## config.mk

```make
export PLATFORM = sky130hd
export DESIGN_NAME = acc_alu8
export DESIGN_NICKNAME = d
export VERILOG_FILES = /design/src/rtl/acc_alu_pkg.sv /design/src/rtl/acc_alu_rst_sync.sv /design/src/rtl/acc_alu_bin_addsub.sv /design/src/rtl/acc_alu_bcd_addsub.sv /design/src/rtl/acc_alu_bitops.sv /design/src/rtl/acc_alu8.sv
export SDC_FILE = /design/constraint.sdc
export NUM_CORES = 1
export LEC_CHECK = 0
export CAP_MARGIN = 0
export CELL_PAD_IN_SITES_DETAIL_PLACEMENT = 2
export CELL_PAD_IN_SITES_GLOBAL_PLACEMENT = 2
export CORE_MARGIN = 5
export CORE_UTILIZATION = 42
export CTS_CLUSTER_DIAMETER = 150
export DETAILED_ROUTE_END_ITERATION = 16
export DONT_BUFFER_PORTS = 1
export PLACE_DENSITY = 0.95
export SYNTH_ARGS = -nofsm -noshare
export SYNTH_HDL_FRONTEND = slang
export SYNTH_SLANG_ARGS = --single-unit
```

## constraint.sdc

```tcl
create_clock -name clk -period 0.8 [get_ports clk]
set_input_delay 0.16 -clock clk [delete_from_list [all_inputs] [get_ports clk]]
set_output_delay 0.16 -clock clk [all_outputs]
set_load 0.05 [all_outputs]
```

## src/rtl/acc_alu_pkg.sv

```systemverilog
package acc_alu_pkg;
  localparam int unsigned DW  = 8;
  localparam int unsigned OPW = 4;
  localparam int unsigned NIB = DW / 2;

  typedef enum logic [OPW-1:0] {
    OP_ADD = 4'd0,
    OP_SUB = 4'd1,
    OP_CMP = 4'd2,
    OP_AND = 4'd3,
    OP_OR  = 4'd4,
    OP_XOR = 4'd5,
    OP_SHL = 4'd6,
    OP_SHR = 4'd7,
    OP_ROL = 4'd8,
    OP_ROR = 4'd9,
    OP_INC = 4'd10,
    OP_DEC = 4'd11,
    OP_BIT = 4'd12,
    OP_LD  = 4'd13
  } alu_op_e;

  typedef struct packed {
    logic n;
    logic v;
    logic z;
    logic c;
  } alu_flags_t;
endpackage

```

## src/rtl/acc_alu_rst_sync.sv

```systemverilog
module acc_alu_rst_sync #(
  parameter int unsigned STAGES = 2
) (
  input  logic clk,
  input  logic arst_n,
  output logic srst_n
);
  logic [STAGES-1:0] sh_q;

  always_ff @(posedge clk or negedge arst_n) begin
    if (!arst_n) sh_q <= '0;
    else         sh_q <= {sh_q[STAGES-2:0], 1'b1};
  end

  assign srst_n = sh_q[STAGES-1];
endmodule

```

## src/rtl/acc_alu_bin_addsub.sv

```systemverilog
// Binary add / subtract; subtract is A + ~M + C so carry means "no borrow".
module acc_alu_bin_addsub
  import acc_alu_pkg::*;
(
  input  logic [DW-1:0] a_i,
  input  logic [DW-1:0] m_i,
  input  logic          c_i,
  input  logic          sub_i,
  output logic [DW-1:0] res_o,
  output alu_flags_t    flg_o
);
  logic [DW-1:0] opnd;
  logic [DW:0]   wide;

  always_comb begin
    opnd    = sub_i ? ~m_i : m_i;
    wide    = {1'b0, a_i} + {1'b0, opnd} + {{DW{1'b0}}, c_i};
    res_o   = wide[DW-1:0];
    flg_o.c = wide[DW];
    flg_o.n = wide[DW-1];
    flg_o.z = ~|wide[DW-1:0];
    // same-sign operands (after inversion for subtract) with a sign flip
    flg_o.v = ~(a_i[DW-1] ^ opnd[DW-1]) & (a_i[DW-1] ^ wide[DW-1]);
  end
endmodule

```

## src/rtl/acc_alu_bcd_addsub.sv

```systemverilog
// Two-digit packed decimal add / subtract with the classic flag derivations.
module acc_alu_bcd_addsub
  import acc_alu_pkg::*;
(
  input  logic [DW-1:0] a_i,
  input  logic [DW-1:0] m_i,
  input  logic          c_i,
  input  logic          sub_i,
  output logic [DW-1:0] res_o,
  output alu_flags_t    flg_o
);
  localparam logic [NIB:0]  DIGIT_LIM = (NIB+1)'(10);
  localparam logic [DW:0]   HI_LIM    = (DW+1)'(8'hA0);
  localparam logic [DW+1:0] HI_FIX    = (DW+2)'(8'h60);

  // add path
  logic [NIB:0]      lo_sum, lo_adj;
  logic [DW:0]       hi_sum;
  logic [DW+1:0]     add_fix;
  logic signed [DW+1:0] add_sgn;
  logic [DW-1:0]     add_plain;
  // subtract path
  logic              bw;
  logic [NIB:0]      lo_dif;
  logic              lo_bw;
  logic [NIB-1:0]    lo_cor;
  logic [NIB:0]      hi_dif;
  logic [DW:0]       pre_cor;
  logic [DW:0]       sub_plain;
  logic [DW-1:0]     sub_res;

  always_comb begin
    // ---- add ----
    lo_sum    = {1'b0, a_i[NIB-1:0]} + {1'b0, m_i[NIB-1:0]} + {{NIB{1'b0}}, c_i};
    lo_adj    = (lo_sum >= DIGIT_LIM) ? {1'b1, lo_sum[NIB-1:0] + NIB'(6)} : lo_sum;
    hi_sum    = {1'b0, a_i[DW-1:NIB], {NIB{1'b0}}}
              + {1'b0, m_i[DW-1:NIB], {NIB{1'b0}}}
              + {{(DW-NIB){1'b0}}, lo_adj};
    add_fix   = {1'b0, hi_sum} + ((hi_sum >= HI_LIM) ? HI_FIX : '0);
    add_sgn   = $signed({{2{a_i[DW-1]}}, a_i[DW-1:NIB], {NIB{1'b0}}})
              + $signed({{2{m_i[DW-1]}}, m_i[DW-1:NIB], {NIB{1'b0}}})
              + $signed({{(DW-NIB+1){1'b0}}, lo_adj});
    add_plain = a_i + m_i + {{(DW-1){1'b0}}, c_i};

    // ---- subtract ----
    bw        = ~c_i;
    lo_dif    = {1'b0, a_i[NIB-1:0]} - {1'b0, m_i[NIB-1:0]} - {{NIB{1'b0}}, bw};
    lo_bw     = lo_dif[NIB];
    lo_cor    = lo_bw ? (lo_dif[NIB-1:0] - NIB'(6)) : lo_dif[NIB-1:0];
    hi_dif    = {1'b0, a_i[DW-1:NIB]} - {1'b0, m_i[DW-1:NIB]} - {{NIB{1'b0}}, lo_bw};
    pre_cor   = {hi_dif, lo_cor};
    sub_res   = pre_cor[DW] ? (pre_cor[DW-1:0] - 8'h60) : pre_cor[DW-1:0];
    sub_plain = {1'b0, a_i} - {1'b0, m_i} - {{DW{1'b0}}, bw};

    if (sub_i) begin
      res_o   = sub_res;
      flg_o.n = sub_res[DW-1];
      flg_o.c = ~sub_plain[DW];
      flg_o.z = ~|sub_plain[DW-1:0];
      flg_o.v = (a_i[DW-1] ^ sub_plain[DW-1]) & (a_i[DW-1] ^ m_i[DW-1]);
    end else begin
      res_o   = add_fix[DW-1:0];
      flg_o.n = hi_sum[DW-1];
      flg_o.c = |add_fix[DW+1:DW];
      flg_o.z = ~|add_plain;
      flg_o.v = (add_sgn > $signed((DW+2)'(127))) || (add_sgn < -$signed((DW+2)'(128)));
    end
  end
endmodule

```

## src/rtl/acc_alu_bitops.sv

```systemverilog
// Logic, load, shifts, rotates, increment/decrement and bit test.
module acc_alu_bitops
  import acc_alu_pkg::*;
(
  input  alu_op_e       op_i,
  input  logic [DW-1:0] a_i,
  input  logic [DW-1:0] m_i,
  input  logic          c_i,
  output logic [DW-1:0] res_o,
  output alu_flags_t    flg_o
);
  always_comb begin
    res_o = a_i;
    flg_o = '0;
    flg_o.c = c_i;
    case (op_i)
      OP_AND: res_o = a_i & m_i;
      OP_OR:  res_o = a_i | m_i;
      OP_XOR: res_o = a_i ^ m_i;
      OP_LD:  res_o = m_i;
      OP_INC: res_o = a_i + {{(DW-1){1'b0}}, 1'b1};
      OP_DEC: res_o = a_i - {{(DW-1){1'b0}}, 1'b1};
      OP_SHL: begin res_o = {a_i[DW-2:0], 1'b0}; flg_o.c = a_i[DW-1]; end
      OP_SHR: begin res_o = {1'b0, a_i[DW-1:1]}; flg_o.c = a_i[0];    end
      OP_ROL: begin res_o = {a_i[DW-2:0], c_i};  flg_o.c = a_i[DW-1]; end
      OP_ROR: begin res_o = {c_i, a_i[DW-1:1]};  flg_o.c = a_i[0];    end
      default: res_o = a_i;
    endcase
    flg_o.n = res_o[DW-1];
    flg_o.z = ~|res_o;
    if (op_i == OP_BIT) begin
      flg_o.n = m_i[DW-1];
      flg_o.v = m_i[DW-2];
      flg_o.z = ~|(a_i & m_i);
    end
  end
endmodule

```

## src/rtl/acc_alu8.sv

```systemverilog
module acc_alu8
  import acc_alu_pkg::*;
(
  input  logic           clk,
  input  logic           rst_n,
  input  logic           in_valid,
  input  logic [OPW-1:0] op_i,
  input  logic [DW-1:0]  acc_i,
  input  logic [DW-1:0]  opd_i,
  input  logic           carry_i,
  input  logic           dec_i,
  output logic           out_valid,
  output logic [DW-1:0]  result_o,
  output logic           flag_n_o,
  output logic           flag_v_o,
  output logic           flag_z_o,
  output logic           flag_c_o,
  output logic           wr_n_o,
  output logic           wr_v_o,
  output logic           wr_z_o,
  output logic           wr_c_o
);
  localparam int unsigned RST_STAGES = 2;

  logic       rst_q_n;
  alu_op_e    op_e;
  logic       bin_sub, bin_cin, bcd_sub;
  logic [DW-1:0] bin_res, bcd_res, bit_res;
  alu_flags_t    bin_flg, bcd_flg, bit_flg;

  logic [DW-1:0] res_d, res_q;
  alu_flags_t    flg_d, flg_q, wen_d, wen_q;
  logic          vld_q;

  acc_alu_rst_sync #(.STAGES(RST_STAGES)) u_rst (
    .clk    (clk),
    .arst_n (rst_n),
    .srst_n (rst_q_n)
  );

  assign op_e    = alu_op_e'(op_i);
  assign bin_sub = (op_e != OP_ADD);
  assign bin_cin = (op_e == OP_CMP) ? 1'b1 : carry_i;
  assign bcd_sub = (op_e == OP_SUB);

  acc_alu_bin_addsub u_bin (
    .a_i   (acc_i),
    .m_i   (opd_i),
    .c_i   (bin_cin),
    .sub_i (bin_sub),
    .res_o (bin_res),
    .flg_o (bin_flg)
  );

  acc_alu_bcd_addsub u_bcd (
    .a_i   (acc_i),
    .m_i   (opd_i),
    .c_i   (carry_i),
    .sub_i (bcd_sub),
    .res_o (bcd_res),
    .flg_o (bcd_flg)
  );

  acc_alu_bitops u_bits (
    .op_i  (op_e),
    .a_i   (acc_i),
    .m_i   (opd_i),
    .c_i   (carry_i),
    .res_o (bit_res),
    .flg_o (bit_flg)
  );

  // next-state selection and flag write enables
  always_comb begin
    res_d = acc_i;
    flg_d = '0;
    wen_d = '0;
    case (op_e)
      OP_ADD, OP_SUB: begin
        res_d = dec_i ? bcd_res : bin_res;
        flg_d = dec_i ? bcd_flg : bin_flg;
        wen_d = '{n: 1'b1, v: 1'b1, z: 1'b1, c: 1'b1};
      end
      OP_CMP: begin
        res_d   = acc_i;
        flg_d   = bin_flg;
        flg_d.v = 1'b0;
        wen_d   = '{n: 1'b1, v: 1'b0, z: 1'b1, c: 1'b1};
      end
      OP_AND, OP_OR, OP_XOR, OP_LD, OP_INC, OP_DEC: begin
        res_d = bit_res;
        flg_d = '{n: bit_flg.n, v: 1'b0, z: bit_flg.z, c: 1'b0};
        wen_d = '{n: 1'b1, v: 1'b0, z: 1'b1, c: 1'b0};
      end
      OP_SHL, OP_SHR, OP_ROL, OP_ROR: begin
        res_d = bit_res;
        flg_d = '{n: bit_flg.n, v: 1'b0, z: bit_flg.z, c: bit_flg.c};
        wen_d = '{n: 1'b1, v: 1'b0, z: 1'b1, c: 1'b1};
      end
      OP_BIT: begin
        res_d = acc_i;
        flg_d = '{n: bit_flg.n, v: bit_flg.v, z: bit_flg.z, c: 1'b0};
        wen_d = '{n: 1'b1, v: 1'b1, z: 1'b1, c: 1'b0};
      end
      default: begin
        res_d = acc_i;
        flg_d = '0;
        wen_d = '0;
      end
    endcase
  end

  // output registers
  always_ff @(posedge clk or negedge rst_q_n) begin
    if (!rst_q_n) begin
      vld_q <= 1'b0;
      res_q <= '0;
      flg_q <= '0;
      wen_q <= '0;
    end else begin
      vld_q <= in_valid;
      if (in_valid) begin
        res_q <= res_d;
        flg_q <= flg_d;
        wen_q <= wen_d;
      end
    end
  end

  assign out_valid = vld_q;
  assign result_o  = res_q;
  assign flag_n_o  = flg_q.n;
  assign flag_v_o  = flg_q.v;
  assign flag_z_o  = flg_q.z;
  assign flag_c_o  = flg_q.c;
  assign wr_n_o    = wen_q.n;
  assign wr_v_o    = wen_q.v;
  assign wr_z_o    = wen_q.z;
  assign wr_c_o    = wen_q.c;
endmodule

```

==> flow_summary.ini, run 1 <==
[status]
outcome = stopped before the end
lastStage = detailed placement
error_message = [ERROR DPL-0033] detailed placement checks failed during check placement.

[synth]
ys_ff_latch = 18
syn_nets = 638
synth.avg_cell_area_um2 = 7.75
synth_ff_type = dfrtp_1
yosysUniqueCellTypes = 71
synth_warnings = 0
synthesis.area_um2 = 4200
synthArstFlopShare_pct = 100
ys_seq_area_share_pct = 10.7
synth_cells = 542
synth_edf_count = 0

[placed_design]
place_congestion = 0.952
dp_hpwl_mm = 20.1
port_buffers = 0

[die]
die_h_um = 110
rows = 36
start_util_pct = 43.0
io_pins = 42
die_w_um = 110
## cell usage after synthesis, drive strengths merged (6+ instances only)
cell    count  share of area (%)
fa         15                7.1
nor2       48                4.4
o211ai      8                1.4
a21oi      42                5.2
inv        42                3.8
dfrtp      18                 11
o21ai      30                3.6
buf        16                2.2
mux2i       9                2.4
nand2      36                3.2
nand2b      9                1.3
a31oi      15                2.2
or3         6               0.89
xor2       20                4.2
nor2b      10                1.5
nand3      20                2.4
nor3       15                1.8
xnor2      26                5.4
ha         56                 17
a221oi      7                1.5
o22ai      11                1.6
a21o        9                1.6
clkbuf      7               0.63
## through the flow
step,setup slack [ns],cells
after floorplan,-3.46,542
after global placement,-3.44,814
## cell families after synthesis
group           count (synthesis)  share of synthesized area (%)
compound gates                163                           25.9
simple gates                  163                           19.0
fa+ha+maj                      71                           23.8
buf+inv                        65                           6.61
xor+xnor                       47                           10.1
flops                          18                           10.7
mux                            14                           3.78
other cells                     1                         0.0892
==> run 2, diff against run 1 <==
--- a/config.mk
+++ b/config.mk
@@ -6,14 +6,11 @@
 export NUM_CORES = 1
 export LEC_CHECK = 0
 export CAP_MARGIN = 0
-export CELL_PAD_IN_SITES_DETAIL_PLACEMENT = 2
-export CELL_PAD_IN_SITES_GLOBAL_PLACEMENT = 2
 export CORE_MARGIN = 5
-export CORE_UTILIZATION = 42
-export CTS_CLUSTER_DIAMETER = 150
+export CORE_UTILIZATION = 40
 export DETAILED_ROUTE_END_ITERATION = 16
 export DONT_BUFFER_PORTS = 1
-export PLACE_DENSITY = 0.95
+export PLACE_DENSITY_LB_ADDON = 0.15
 export SYNTH_ARGS = -nofsm -noshare
 export SYNTH_HDL_FRONTEND = slang
 export SYNTH_SLANG_ARGS = --single-unit
==> flow_summary.ini, run 2 <==
[die]
coreArea_um2 = 10300
start_util_pct = 40.9
io_pins = 42
rows = 37
die-area_um2 = 12700
die_h_um = 113
die_w_um = 113

[critical_path]
r2r_start = flag_z_o
cp-end-kind = flip-flop
path_class = primary input to flip-flop
required_ns = 0.93
ff2ff_path_depth = 4
critPathLaunchType = primary input
r2r_slack_ns = -0.26
r2r_end = flag_z_o
critPathMaxFanout = 10
cp.arrival_ns = 4.14

[pwr]
total_leakage_power_uw = 0.00286
pwr-share-clk_pct = 8.7
p_sw_share_pct = 42.7
internal-power_uw = 4800
power_switching_uw = 3580
total_power_uw = 8380
comb_power_share_pct = 77.9
power.density_nw_per_um2 = 1320
pwr-share-seq_pct = 13.4
peakVddDrop_uv = 838

[routing]
dr.pass1.iters = 7
wirelength_mm = 16.0
vias = 4713
remaining_drc_errors = 0
drt-initial-drc-count = 278
via_per_inst = 5.59
ant_nets = 0
wl_per_cell_um = 18.9

[layout]
layout-drive-gt1-share_pct = 40.0
syn2layout_area_growth_pct = 50.5
fin_cells = 843
layout_commonest_cell = buf_4
nNetsFinal = 804
n_antenna_cell = 0
nFillCells = 950
largest_reg_flops = 8
fin_area_um2 = 6330
final_cell_mix = buf_4 (159), ha_1 (47), nor2_1 (43)
fin_util_pct = 61.6

[timing]
fin_skew_ns = 0.00110
fin_crit_sh_pct = 501
fmaxAchievable_mhz = 249
hold_slack_ns = -0.0632
layout_setup_ws_ns = -3.21
fin_crit_ns = 4.01
rsz0062_at_grt = true
slew_violations = 0
setup_viol = 30
setup_tns_ns = -29.52
hold_viol_final = 7

[placed_design]
postPlaceCellArea_um2 = 5730
place_congestion = 0.921
placed_cells = 819
dp_hpwl_mm = 12.5
port_buffers = 0

[synth]
synth.most_common_cell = ha_1
synth_top_area_cell = ha_1
synth_ff_type = dfrtp_1
syn_nets = 638
yosysUniqueCellTypes = 71
synth.avg_cell_area_um2 = 7.75
synth_edf_count = 0
synthesis.area_um2 = 4200
synth_warnings = 0
ys_top_cells_by_count = ha_1 (56), nor2_1 (46), inv_1 (42), a21oi_1 (40), nand2_1 (36)
yosysTopAreaCellShare_pct = 16.7
synth.area.top_cells = ha_1 (17%), dfrtp_1 (11%), fa_1 (7.1%)
synthArstFlopShare_pct = 100
ys_ff_latch = 18
synth_cells = 542
ys_seq_area_share_pct = 10.7

[clock_network]
htree_levels = 1
clkLatencyLatePin_ns = 0.25
cts_root_buf = clkbuf_8
hold_buffers = 1
cts_buffers = 3
cts_sinks = 18
clk_pin_slew_worst_paths_ns = 0.06
tritoncts = built
clk_path_buf_depth = 2

[grt]
grt_pass1_vias = 4753
track_usage_pct = 24.7
grt-ovfl-total = 0
grt_start_max_net_pins = 44
grt_pass1_wl_mm = 25.3
antenna_found_initial = 0

[min_path]
min_to = out_valid
hp-class = primary input to flip-flop
holdCritStartpoint = in_valid
holdPathStages = 0

[status]
failed_checks = hold timing, setup timing
outcome = finished with violations

[flow_run]
drv_cap = 0
## run 2: cell counts after synthesis
Identical to the previous run, type by type.
## run 2: metrics by stage
step           worst slack [ns]  hold WS [ns]
2_1_floorplan             -3.46        -0.136
3_3_place_gp              -3.49        -0.136
3_5_place_dp              -3.57        -0.136
4_1_cts                   -3.18       -0.0658
5_1_grt                   -3.36       -0.0786
6_report                  -3.21       -0.0632
## run 2: repair_timing
action,CTS,global route
buffers inserted,14,5
resized for setup,54,28
pin swaps,56,24
endpoints found under the hold margin,8,8
setup endpoints to repair,29,30
## run 2: cells by family after synthesis
logic type / after synthesis / share of synthesized area [%]
other: 1 / 0.0892
AO/OA/AOI/OAI: 163 / 25.9
multiplexers: 14 / 3.78
buffers and inverters: 65 / 6.61
flip-flops: 18 / 10.7
adder cells (fa/ha/maj): 71 / 23.8
XOR/XNOR: 47 / 10.1
AND/OR/NAND/NOR: 163 / 19.0
## run 2: power by group through the flow
stage          Clock, µW  Combinational, µW  Sequential [µW]
2_1_floorplan          0               3050             1470
3_3_place_gp           0               5400             1130
3_5_place_dp           0               5500             1130
4_1_cts              733               6110             1120
5_1_grt              786               7070             1130
6_report             728               6530             1120
## run 2: cell type report
type | count | area, µm² | share of cell area, %
inverters | 42 | 180 | 2.85
flip-flops and latches | 18 | 454 | 7.18
well taps | 136 | 170 | 2.69
clock buffers | 4 | 55.1 | 0.870
multi-input cells | 459 | 3900 | 61.7
repair buffers | 184 | 1560 | 24.7
## run 2: per-layer routing
layer | GRT usage [%] | share of wire (%) | vias to the layer above | wire [µm]
met1 | 33.9 | 45 | 2269 | 7220
met5 | 0 | 0 | - | 0
met4 | 4.57 | 1.5 | 0 | 236
met2 | 41.0 | 48 | 145 | 7600
li1 | - | - | 2279 | -
met3 | 4.58 | 5.7 | 20 | 903
## run 2: worst max-delay path by stage
| stage | from | endpoint | cells past startpoint |
|---|---|---|---|
| 6_report | acc_i[0] | result_o[6] | 20 |
| 5_1_grt | acc_i[0] | result_o[6] | 20 |
| 4_1_cts | acc_i[0] | result_o[6] | 20 |
| 3_5_place_dp | carry_i | result_o[6] | 20 |
| 3_3_place_gp | carry_i | result_o[6] | 20 |
| 2_1_floorplan | carry_i | result_o[6] | 21 |
## run 2: critical path, stage by stage
cell	delay (ns)
inv_8	0.02
fa_2	0.41
fa_2	0.38
xor2_2	0.18
nand2_1	0.11
o21ai_2	0.20
a21oi_4	0.09
fa_2	0.36
inv_2	0.08
ha_4	0.14
fa_2	0.43
o21ai_2	0.16
nand2_2	0.10
ha_4	0.18
fa_2	0.41
nor2_2	0.08
a31oi_1	0.05
mux2_4	0.29
a221oi_2	0.21
a21oi_1	0.09
Power figures use the tool's default switching activity.
==> run 3, diff against run 2 <==
--- a/config.mk
+++ b/config.mk
@@ -10,7 +10,9 @@
 export CORE_UTILIZATION = 40
 export DETAILED_ROUTE_END_ITERATION = 16
 export DONT_BUFFER_PORTS = 1
-export PLACE_DENSITY_LB_ADDON = 0.15
+export GPL_TIMING_DRIVEN = 0
+export MAX_ROUTING_LAYER = met4
+export PLACE_DENSITY = 0.57
 export SYNTH_ARGS = -nofsm -noshare
 export SYNTH_HDL_FRONTEND = slang
 export SYNTH_SLANG_ARGS = --single-unit
==> flow_summary.ini, run 3 (synthesized netlist as in run 2, its figures left out) <==
[status]
outcome = finished with violations
failed_checks = setup timing

[critical_path]
r2r_start = flag_v_o
r2r_slack_ns = -0.34
cp.arrival_ns = 4.26
max_stage_delay_ns = 0.47
path_cells = inv_12 > fa_2 > fa_2 > xor2_2 > ha_2 > o21ai_2 > a21oi_4 > fa_2 > inv_2 > ha_4 > a21o_1 > a21oi_1 > xor2_1 > nand2_2 > buf_4 > fa_2 > nor2_2 > a31oi_2 > mux2_4 > a221oi_2 > a21oi_1
cp-end-kind = flip-flop
critPathLaunchType = primary input
slowest_stage = fa_2
required_ns = 0.93
path_class = primary input to flip-flop
r2r_end = flag_v_o
critPathMaxFanout = 5
ff2ff_path_depth = 3
crit_top_cell = fa_2

[clock_network]
clk_path_buf_depth = 2
clkLatencyLatePin_ns = 0.25
cts_root_buf = clkbuf_8
htree_levels = 1
cts_buffers = 3
clk_pin_slew_worst_paths_ns = 0.07
tritoncts = built
cts_sinks = 18

[layout]
final_cell_mix = ha_1 (50), nor2_1 (43), inv_1 (36)
layout_commonest_cell = ha_1
syn2layout_area_growth_pct = 20.9
largest_reg_flops = 8
fin_area_um2 = 5080
fin_util_pct = 49.5
nNetsFinal = 670
layout-drive-gt1-share_pct = 24.8
n_antenna_cell = 0

[routing]
via_per_inst = 6.06
wirelength_mm = 15.3
remaining_drc_errors = 0
vias = 4296
drt-initial-drc-count = 267
wl_per_cell_um = 21.6
ant_nets = 0
dr.pass1.iters = 5

[pwr]
peakVddDrop_uv = 932
power.density_nw_per_um2 = 1360
total_leakage_power_uw = 0.00213
total_power_uw = 6930

[die]
die_h_um = 113
io_pins = 42
die_w_um = 113
rows = 37
coreArea_um2 = 10300
die-area_um2 = 12700
start_util_pct = 40.9

[timing]
relSlewSlack_pct = 59.8
hold_viol_final = 0
slew_violations = 0
setup_viol = 31
fin_skew_ns = 0.00287
fmaxAchievable_mhz = 242
rsz0062_at_grt = true
setup_tns_ns = -30.74
worst_pin_slew_ns = 0.601
layout_setup_ws_ns = -3.33
fin_crit_sh_pct = 516
fin_crit_ns = 4.13

[placed_design]
place_congestion = 0.928
postPlaceCellArea_um2 = 4570
dp_slack_ns = -3.87
port_buffers = 0
dp_hpwl_mm = 11.8

[min_path]
min_to = flag_v_o
holdCritStartpoint = opd_i[6]
holdPathStages = 2
hp-class = primary input to flip-flop

[grt]
track_usage_pct = 24.2
antenna_found_initial = 0
grt_pass1_vias = 4274
grt_pass1_wl_mm = 23.8
grt-ovfl-total = 0
grt_start_max_net_pins = 17

[flow_run]
drv_cap = 0
[run 3: worst max-delay path by stage]
stage / from / to / cells after the start
2_1_floorplan: carry_i / result_o[6] / 21
3_3_place_gp: carry_i / result_o[6] / 21
3_5_place_dp: carry_i / result_o[6] / 21
4_1_cts: opd_i[0] / result_o[6] / 21
5_1_grt: opd_i[0] / result_o[6] / 21
6_report: opd_i[0] / result_o[6] / 21
[run 3: timing repair]
action,in CTS,in global routing
endpoints found under the hold margin,3,0
pin swaps,29,29
resized for setup,41,25
hold buffers,2,0
setup endpoints to repair,32,48
setup buffers,19,6
[run 3: worst max-delay path: cells and delay by family]
| kind | cells | cell delay, ns |
|---|---|---|
| adders and majority gates | 6 | 1.89 |
| muxes | 1 | 0.29 |
| xor gates and xnor gates | 2 | 0.53 |
| and+or+nand+nor | 2 | 0.24 |
| buffers and inverters | 3 | 0.23 |
| AOI/OAI and AO/OA | 7 | 0.93 |
[run 3: per-layer routing]
metal	part of all wire, %	global-route usage, %	vias up
li1	-	-	2011
met1	44	32.5	2078
met2	47	38.7	174
met3	6.3	2.80	33
met4	3.0	6.33	0
met5	0	-	-
[run 3: layout make-up]
class	instances	area [µm²]
Clock buffer	4	55.1
Multi-Input combinational cell	459	3790
Inverter	42	183
Buffer	23	196
Tap cell	136	170
Fill cell	1064	5190
Timing Repair Buffer	27	219
Sequential cell	18	470
[run 3: where the power goes]
part,internal [µW],total [µW],switching [µW],leakage (µW)
Clock,437,734,297,0.0000288
Sequential,1030,1500,469,0.000197
Combinational,2130,4700,2560,0.00190
[run 3: stage by stage]
stage          std cells  hold slack (ns)
2_1_floorplan        542           -0.136
4_1_cts              703           0.0609
3_5_place_dp         678           -0.136
5_1_grt              709           0.0579
6_report             709           0.0625
3_3_place_gp         678           -0.136
==> run 4, diff against run 3 <==
--- a/config.mk
+++ b/config.mk
@@ -6,7 +6,6 @@
 export NUM_CORES = 1
 export LEC_CHECK = 0
 export CAP_MARGIN = 0
-export CORE_MARGIN = 5
 export CORE_UTILIZATION = 40
 export DETAILED_ROUTE_END_ITERATION = 16
 export DONT_BUFFER_PORTS = 1
==> flow_summary.ini, run 4 (synthesized netlist as in run 2, its figures left out) <==
[pwr]
p_sw_share_pct = 47.3
pwr-share-seq_pct = 20.4
power.density_nw_per_um2 = 1380
power_switching_uw = 3480
pwr-share-clk_pct = 10.0
peakVddDrop_uv = 1020
comb_power_share_pct = 69.6
total_leakage_power_uw = 0.00223
internal-power_uw = 3880

[die]
rows = 37
die_w_um = 105
die-area_um2 = 10900
io_pins = 42
die_h_um = 105
coreArea_um2 = 10300
start_util_pct = 40.9

[status]
failed_checks = DRC, setup timing
outcome = finished with violations

[timing]
fin_crit_sh_pct = 516
layout_setup_ws_ns = -3.32
fin_crit_ns = 4.12
relSlewSlack_pct = 54.9
setup_tns_ns = -30.03
worst_pin_slew_ns = 0.676
hold_viol_final = 0
fin_skew_ns = 0.00359
slew_violations = 0
setup_viol = 31
rsz0062_at_grt = true
fmaxAchievable_mhz = 242

[layout]
layout-drive-gt1-share_pct = 28.6
fin_area_um2 = 5340
ff_latch_area_um2 = 470
multi_input_area_um2 = 3920
layout_commonest_cell = ha_1
nNetsFinal = 685
largest_reg_flops = 8
n_antenna_cell = 0
syn2layout_area_growth_pct = 27.1
nFillCells = 1022
final_cell_mix = ha_1 (47), nor2_1 (43), buf_4 (38)

[critical_path]
max_stage_delay_ns = 0.45
ff2ff_path_depth = 3
required_ns = 0.93
slowest_stage = fa_2
crit_top_cell = fa_2
cp.depth = 20
path_buf_inv = 2
path_cells = inv_12 > fa_2 > fa_2 > xor2_4 > nand2_2 > o21ai_2 > a21oi_4 > fa_2 > inv_2 > ha_4 > fa_2 > o21ai_2 > nand2_2 > ha_4 > fa_2 > nor2_2 > a31oi_2 > mux2_4 > a221oi_2 > a21oi_1
critPathLaunchType = primary input
path_class = primary input to flip-flop
cp-end-kind = flip-flop
cp.arrival_ns = 4.26
critical-path-top-delay-family = adder cells
critPathMaxFanout = 5

[routing]
drt-initial-drc-count = 328
vias = 4397
dr.pass1.iters = 11
remaining_drc_errors = 1
wirelength_mm = 15.3
ant_nets = 0
via_per_inst = 6.07
wl_per_cell_um = 21.1

[placed_design]
dp_slack_ns = -3.92
port_buffers = 0
dp_hpwl_mm = 11.5
place_congestion = 0.966
postPlaceCellArea_um2 = 4570

[grt]
grt_start_max_net_pins = 17
grt_pass1_vias = 4274
grt-ovfl-total = 0
grt_pass1_wl_mm = 23.7
track_usage_pct = 28.4
antenna_found_initial = 0

[clock_network]
clkLatencyLatePin_ns = 0.25
clk_path_buf_depth = 2
cts_root_buf = clkbuf_8
htree_levels = 1
clk_pin_slew_worst_paths_ns = 0.07
cts_buffers = 3
tritoncts = built
cts_sinks = 18

[flow_run]
drv_cap = 0

[min_path]
holdPathStages = 2
hp-class = primary input to flip-flop
==> run 4: changes by cell type in the layout (fill, tap and decap cells not counted), moves of 2 or more <==
cell / delta
a21oi_2: +2
nor3_2: +2
buf_2: -2
ha_4: +4
buf_4: +16
fa_1: -2
a21oi_1: -3
fa_2: +2
ha_1: -3
o21ai_0: -2
o21ai_1: +3
xor2_4: +2
==> run 4: path summary, 6_finish.rpt <==
| path | start | end | slack, ns |
|---|---|---|---|
| min in group asynchronous | rst_n | u_rst.sh_q[0] | 0.13 |
| max in group asynchronous | u_rst.sh_q[1] | wr_v_o | 0.33 |
| setup / recovery | opd_i[0] | result_o[6] | -3.32 |
| hold reg to reg | u_rst.sh_q[1] | flag_n_o | 0.18 |
| hold / removal | opd_i[6] | flag_v_o | 0.06 |
| setup reg to reg | flag_v_o | flag_v_o | -0.33 |
==> run 4: area by class of cell <==
type | instances | area share, %
clock buffer | 4 | 1.03
multi-input combinational | 459 | 73.3
inverter | 42 | 3.65
tap | 136 | 3.19
timing repair buffer | 42 | 6.35
sequential | 18 | 8.81
buffer | 23 | 3.70
==> run 4: what timing repair did <==
item / 4_1_cts / 5_1_grt
endpoints found under the setup margin: 34 / 47
pin swaps: 33 / 35
buffers inserted: 17 / 25
hold endpoints to repair: 3 / 0
hold buffers: 2 / 0
resized for setup: 54 / 40
==> run 4: worst reg2reg max path: stages, from the launching register on <==
cell and delay [ns]:
dfrtp_2 0.52, nor2b_1 0.18, a311oi_1 0.21, o31ai_1 0.11
==> run 4: layer usage <==
metal  track usage (%)  vias up  routed length [µm]
li1                  -     2044                   -
met1              38.7     2119                6620
met2              43.5      194                7020
met3              4.26       40                1190
met4              8.06        0                 444
met5                 -        -                   0
==> run 4: metrics by stage <==
step / cells / power (µW) / util [%] / hold WS [ns]
2_1_floorplan: 542 / 4520 / - / -0.136
3_3_place_gp: 678 / 5330 / 44.5 / -0.136
3_5_place_dp: 678 / 5440 / 44.5 / -0.136
4_1_cts: 701 / 6720 / 48.4 / 0.0541
5_1_grt: 724 / 7860 / 52.0 / 0.0813
6_report: 724 / 7360 / 52.0 / 0.0634
==> run 4: power by group through the flow <==
stage	clock, µW	sequential [µW]	combinational [µW]
finish	737	1500	5120
CTS	755	1500	4460
global placement	0	1500	3840
floorplan	0	1470	3050
global route	777	1510	5570
detailed placement	0	1500	3940
